**src/rtl/loop_pkg.sv**
```systemverilog
package loop_pkg;
    localparam int PAT_W = 8;

    typedef enum logic [1:0] {
        M_OFF  = 2'd0,
        M_ON   = 2'd1,
        M_SEND = 2'd2
    } mode_e;

    typedef enum logic {
        PH_FLAG = 1'b0,
        PH_DATA = 1'b1
    } phase_e;
endpackage

```
**src/rtl/loop_eop_det.sv**
```systemverilog
module loop_eop_det #(
    parameter int PAT_W = loop_pkg::PAT_W
) (
    input  logic clk,
    input  logic rst_n,
    input  logic bit_en,
    input  logic rxd,
    output logic eop
);
    localparam logic [PAT_W-1:0] EOP_PAT = {1'b0, {(PAT_W-1){1'b1}}};

    logic [PAT_W-1:0] hist_d, hist_q;

    always_comb begin
        hist_d = hist_q;
        if (bit_en) begin
            hist_d = {hist_q[PAT_W-2:0], rxd};
        end
    end

    assign eop = bit_en && (hist_d == EOP_PAT);

    always_ff @(posedge clk or negedge rst_n) begin
        if (!rst_n) begin
            hist_q <= '1;
        end else begin
            hist_q <= hist_d;
        end
    end

    // A detected pattern ends in a one, so the next window cannot match.
    assert_eop_gap_R12: assert property (@(posedge clk) disable iff (!rst_n)
        eop |=> !eop);
    assert_eop_bit_R2: assert property (@(posedge clk) disable iff (!rst_n)
        eop |-> (rxd && bit_en));
endmodule

```
**src/rtl/loop_flag_gen.sv**
```systemverilog
module loop_flag_gen #(
    parameter int PAT_W = loop_pkg::PAT_W
) (
    input  logic clk,
    input  logic rst_n,
    input  logic bit_en,
    input  logic start,
    input  logic run,
    input  logic shared_flags,
    input  logic hold,
    input  logic tx_avail,
    input  logic tx_bit,
    input  logic tx_last,
    output logic ser_bit,
    output logic hand_back,
    output logic tx_pop
);
    import loop_pkg::*;

    localparam int CNT_W = $clog2(PAT_W);
    localparam logic [CNT_W-1:0] LAST_IDX = CNT_W'(PAT_W - 1);

    typedef struct packed {
        phase_e           phase;
        logic [CNT_W-1:0] idx;
        logic             closing;
        logic             last;
        logic             bit_out;
    } ser_t;

    ser_t st_d, st_q;

    function automatic logic flag_bit(input logic [CNT_W-1:0] i);
        return (i != '0) && (i != LAST_IDX);
    endfunction

    always_comb begin
        st_d      = st_q;
        hand_back = 1'b0;
        tx_pop    = 1'b0;
        if (bit_en) begin
            if (start) begin
                // The forced zero is the last bit of the opening flag.
                st_d.phase   = PH_FLAG;
                st_d.idx     = LAST_IDX;
                st_d.closing = 1'b0;
                st_d.last    = 1'b0;
                st_d.bit_out = 1'b0;
            end else if (run) begin
                case (st_q.phase)
                    PH_DATA: begin
                        if (st_q.last || !tx_avail) begin
                            st_d.phase   = PH_FLAG;
                            st_d.idx     = '0;
                            st_d.closing = 1'b1;
                            st_d.bit_out = flag_bit('0);
                        end else begin
                            st_d.bit_out = tx_bit;
                            st_d.last    = tx_last;
                            tx_pop       = 1'b1;
                        end
                    end
                    default: begin
                        if (st_q.idx != LAST_IDX) begin
                            st_d.idx     = st_q.idx + 1'b1;
                            st_d.bit_out = flag_bit(st_q.idx + 1'b1);
                        end else if (!hold && !tx_avail) begin
                            hand_back = 1'b1;
                        end else if (tx_avail && (shared_flags || !st_q.closing)) begin
                            st_d.phase   = PH_DATA;
                            st_d.bit_out = tx_bit;
                            st_d.last    = tx_last;
                            tx_pop       = 1'b1;
                        end else begin
                            st_d.idx     = '0;
                            st_d.closing = 1'b0;
                            st_d.bit_out = flag_bit('0);
                        end
                    end
                endcase
            end
        end
    end

    assign ser_bit = st_q.bit_out;

    always_ff @(posedge clk or negedge rst_n) begin
        if (!rst_n) begin
            st_q <= '{phase: PH_FLAG, idx: '0, closing: 1'b0, last: 1'b0, bit_out: 1'b0};
        end else begin
            st_q <= st_d;
        end
    end

    assert_closing_R7: assert property (@(posedge clk) disable iff (!rst_n)
        (bit_en && run && !start && st_q.phase == PH_DATA && st_q.last)
        |=> (!ser_bit && st_q.phase == PH_FLAG));
    assert_fill_R6: assert property (@(posedge clk) disable iff (!rst_n)
        (bit_en && run && !start && st_q.phase == PH_FLAG && st_q.idx == '0)
        |=> ser_bit);
    assert_pop_quiet_R11: assert property (@(posedge clk) disable iff (!rst_n)
        !bit_en |-> !tx_pop);
endmodule

```
**src/rtl/loop_station.sv**
```systemverilog
module loop_station #(
    parameter int PAT_W = loop_pkg::PAT_W
) (
    input  logic clk,
    input  logic rst_n,
    input  logic bit_en,
    input  logic rxd,
    input  logic loop_en,
    input  logic go_on_loop,
    input  logic go_active,
    input  logic shared_flags,
    input  logic tx_avail,
    input  logic tx_bit,
    input  logic tx_last,
    output logic txd,
    output logic tx_pop,
    output logic on_loop,
    output logic sending
);
    import loop_pkg::*;

    typedef struct packed {
        mode_e mode;
        logic  dly;
    } top_t;

    top_t st_d, st_q;
    logic eop, on_eff, act_eff, start, hand_back, ser_bit;

    assign on_eff  = loop_en && go_on_loop;
    assign act_eff = loop_en && go_active;

    loop_eop_det #(.PAT_W(PAT_W)) u_det (
        .clk    (clk),
        .rst_n  (rst_n),
        .bit_en (bit_en),
        .rxd    (rxd),
        .eop    (eop)
    );

    loop_flag_gen #(.PAT_W(PAT_W)) u_ser (
        .clk          (clk),
        .rst_n        (rst_n),
        .bit_en       (bit_en),
        .start        (start),
        .run          (st_q.mode == M_SEND),
        .shared_flags (shared_flags),
        .hold         (act_eff),
        .tx_avail     (tx_avail),
        .tx_bit       (tx_bit),
        .tx_last      (tx_last),
        .ser_bit      (ser_bit),
        .hand_back    (hand_back),
        .tx_pop       (tx_pop)
    );

    always_comb begin
        st_d  = st_q;
        start = 1'b0;
        if (bit_en) begin
            st_d.dly = rxd;
            case (st_q.mode)
                M_OFF: begin
                    if (eop && on_eff) st_d.mode = M_ON;
                end
                M_ON: begin
                    if (eop && act_eff) begin
                        st_d.mode = M_SEND;
                        start     = 1'b1;
                    end else if (eop && !on_eff) begin
                        st_d.mode = M_OFF;
                    end
                end
                default: begin
                    if (hand_back) st_d.mode = M_ON;
                end
            endcase
        end
    end

    always_comb begin
        case (st_q.mode)
            M_OFF:   txd = rxd;
            M_ON:    txd = st_q.dly;
            default: txd = ser_bit;
        endcase
    end

    assign on_loop = (st_q.mode != M_OFF);
    assign sending = (st_q.mode == M_SEND);

    always_ff @(posedge clk or negedge rst_n) begin
        if (!rst_n) begin
            st_q <= '{mode: M_OFF, dly: 1'b1};
        end else begin
            st_q <= st_d;
        end
    end

    assert_quiet_R11: assert property (@(posedge clk) disable iff (!rst_n)
        !bit_en |=> $stable(st_q));
    assert_seize_R5: assert property (@(posedge clk) disable iff (!rst_n)
        (st_q.mode == M_ON && eop && act_eff) |=> (sending && !txd));
    assert_locked_R4: assert property (@(posedge clk) disable iff (!rst_n)
        (!loop_en && st_q.mode == M_OFF) |=> !on_loop);
    assert_release_R9: assert property (@(posedge clk) disable iff (!rst_n)
        (sending && hand_back) |=> (on_loop && !sending));
endmodule

```
**config.mk**
```make
export PLATFORM = sky130hd
export DESIGN_NAME = loop_station
export DESIGN_NICKNAME = d
export VERILOG_FILES = /design/src/rtl/loop_pkg.sv /design/src/rtl/loop_eop_det.sv /design/src/rtl/loop_flag_gen.sv /design/src/rtl/loop_station.sv
export SDC_FILE = /design/constraint.sdc
export NUM_CORES = 1
export LEC_CHECK = 0
export CAP_MARGIN = 20
export CORE_MARGIN = 3
export CORE_UTILIZATION = 45
export DETAILED_ROUTE_END_ITERATION = 16
export PLACE_DENSITY = 0.69
export SYNTH_ARGS = -nofsm -noshare
export SYNTH_HDL_FRONTEND = slang
export SYNTH_SLANG_ARGS = --single-unit
```
**constraint.sdc**
```tcl
create_clock -name clk -period 2.5 [get_ports clk]
set_clock_uncertainty 0.2 [all_clocks]
set_input_delay 0.5 -clock clk [delete_from_list [all_inputs] [get_ports clk]]
set_output_delay 0.5 -clock clk [all_outputs]
set_load 0.02 [all_outputs]
```
==> results of run 1 <==
-- state kept, by name (all words and copies together) (netlist names) --
register,count
u_det.hist_q,7
u_ser.st_q,6
u_ser.ser_bit,1
st_q,3
-- placed cells by master, fill, tap and decap left out, types with 2 or more instances in the layout --
cell type        count
ha_1                 4
clkdlybuf4s50_1     11
or2_2                2
o21ai_0              8
nor3_1               3
dfrtp_1              9
buf_4               18
clkbuf_4             3
nand4b_1             2
mux2_2               7
a21o_1               2
nor2b_1              4
inv_1                8
nor2_1               6
nand2_1              6
mux2i_1              3
nand3b_1             2
dfstp_2              8
a21oi_1              3
-- per-stage QoR --
stage                     setup slack (ps)  hold slack, ps  power, mW
final                                 77.7             289      0.585
after CTS                             63.9             296      0.594
after floorplan                        366            4.41      0.393
after global routing                  1.03             310      0.620
after global placement                -338             262      0.432
after detailed placement              -343             278      0.437
-- final cells by class --
cell class | instances | area (sq um)
Multi-Input combinational cell | 70 | 539
Fill cell | 182 | 722
Clock inverter | 1 | 7.51
Timing Repair Buffer | 32 | 272
Clock buffer | 3 | 22.5
Inverter | 8 | 30.0
Tap cell | 27 | 33.8
Sequential cell | 17 | 435
-- power by group through the flow --
stage / clock [mW] / combinational (mW) / sequential [mW]
floorplan: 0 / 0.0423 / 0.351
global placement: 0 / 0.0764 / 0.355
detailed placement: 0 / 0.0794 / 0.358
CTS: 0.162 / 0.0789 / 0.353
global route: 0.176 / 0.0857 / 0.358
finish: 0.155 / 0.0772 / 0.353
-- per-layer routing --
layer | track usage (%) | wire length [um] | vias up
met5 | 0 | 0 | -
met4 | 10.6 | 68 | 0
met3 | 3.60 | 109 | 7
met2 | 29.2 | 994 | 24
met1 | 25.5 | 1040 | 411
li1 | - | - | 419
-- worst max-delay path: stages --
cell	delay (ps)
clkdlybuf4s50_1	480
nand3b_1	100
or2_2	310
nor2_1	150
buf_2	180
-- cell families (layout without fill, tap and decap cells) --
family	count (synthesis)	in the layout
DFF	17	17
buffers and inverters	13	44
AOI/OAI and AO/OA	25	25
muxes	10	10
adders and majority gates	4	4
and+or+nand+nor	31	31
-- final timing paths --
kind / from / end / depth (start not counted)
setup reg to reg: u_ser.st_q[3] / u_ser.st_q[4] / 7
max in group asynchronous: rst_n / u_det.hist_q[4] / 2
hold reg to reg: st_q[0] / st_q[0] / 2
setup / recovery: bit_en / tx_pop / 5
hold / removal: st_q[0] / st_q[0] / 2
min in group asynchronous: rst_n / u_ser.ser_bit / 2
-- what timing repair did --
| action | in CTS | in global routing |
|---|---|---|
| endpoints found under the hold margin | 0 | 0 |
| pin swaps | 0 | 2 |
| hold buffers | 0 | 0 |
| setup buffers | 1 | 2 |
| endpoints found under the setup margin | 2 | 2 |
| gates resized for setup | 5 | 1 |
==> results by group, run 1 <==
Critical path
  • WP data arrival: 1720 ps
  • CP Launch Type: primary input
  • R2R Setup Slk: 430 ps
  • Req. time, crit path: 1800 ps
  • WS Path Type: primary input to output pin
  • Kind of end point of the critical path: output pin
  • Worst-path fanout max: 2

Synthesis
  • Post-Synth Simple-Gate Area: 20.2%
  • Cells after Synth: 100
  • Top cells by count, synth: dfrtp_1, dfstp_2, inv_1, o21ai_0, mux2_2
  • Main synth FF type: dfrtp_1
  • Area contributors post-synth: dfrtp_1, dfstp_2, mux2_2
  • Synth Cell Area: approximately 1000 sq um
  • Number of synthesized register bits: 17
  • Syn nets: 115
  • Sequential-to-total area share from yosys stat: 42.1%
  • Synth area leader: dfrtp_1
  • Top-count cell post-synth: dfrtp_1
  • Post-Synth Adder-Cell Area: 4.84%
  • Synth warn: 0
  • Post-synthesis mux area share: 10.5%
  • Largest family of logic cells by synthesized area: simple AND/OR/NAND/NOR gates
  • Synth top area share: 21.8%
  • Synth unique cells: 37
  • Avg Inst Size Synth: 10.3 sq um
  • EDFF count, synth: 0
  • Compound-Gate Fraction of Synth Area: 16.6%
  • Post-synthesis xor/xnor area fraction: 0%
  • Post-synth ARST share: 100%

Power and ir drop
  • Share of power burned in registers: 60.4%
  • Worst VDD drop: 0.000414 V
  • Combinational Power Share: 13.2%
  • Leak pwr: 0.628 nW
  • PwrDens: 437 nW/um^2
  • Switch Pwr: between 0.15 and 0.2 mW
  • Int Power: 0.430 mW
  • Clock network power share: between 20% and 30%
  • Switch share: 26.5%

Die
  • Die Ht: 53.9 um
  • DIE AREA: slightly below 3000 sq um
  • Starting Density: 50.1%
  • Core area: ~2100 sq um
  • DIE WIDTH: 53.9 um
  • # rows: 16
  • I/O Pins: 15

Placement
  • GP Congestion: slightly above 0.8
  • DP Area: 1290 sq um
  • Port bufs: 14
  • Hpwl dp: between 1500 and 2000 um
  • DP Cell Count: 151

Final layout
  • Nets: 147
  • Final Util: 65.0%
  • Cell area after layout: roughly 1300 sq um
  • Share of layout cells above drive strength 1: about a third
  • # diodes: 0
  • Non-filler cells, final: 158
  • P&R area growth vs syn: 29.7%

Drt
  • Drt wl/cell: about 14 um
  • Iteration-0 DRC count of the detailed router: 7
  • Detailed Routing Iterations Pass 1: 4
  • Drt drc: 0
  • Via/cell ratio: 5.45
  • ANT nets after route: 0
  • DRT Wirelength: 2210 um
  • Vias: 861

GRT
  • Largest net degree at the start of global routing: 18
  • First-pass GRT wire length: between 3000 and 4000 um
  • Vias in the first global route: 874
  • Initial antenna violation count: 0
  • Total track usage: 19.2%
  • GRT overflow: 0

CTS
  • CTS H-tree depth: 1
  • Reg clk slew, reported paths: roughly 100 ps
  • CTS tree: done
  • Clock root cell: clkbuf_4
  • Max clock buf depth: 2
  • Sink Count: 17
  • Clock latency on the worst-skew pair: 300 ps
  • CTS Buf Count: 3

STA
  • Setup TNS: 0 ps
  • Worst slew pin tran: around 480 ps
  • Pins Over Slew Limit: 0
  • Count of final hold-check violations: 0
  • RSZ-0062 raised after global routing: no
  • Final Cycle Share: 96.9%
  • # setup viols final: 0
  • Tmin final: 2420 ps
  • Slew HR: about two thirds
  • Max Fclk: 0.413 GHz

Min path
  • Hold Crit Class: flop to flop

Flow run
  • Maxcap violations: 0

Status
  • Status: complete, no violations
Power figures use the tool's default switching activity.
==> run 2: changes to the inputs <==
- SLEW_MARGIN: default -> 20
==> results of run 2 <==
Same layout as run 1: the final DEF is identical, and so are final timing and power.
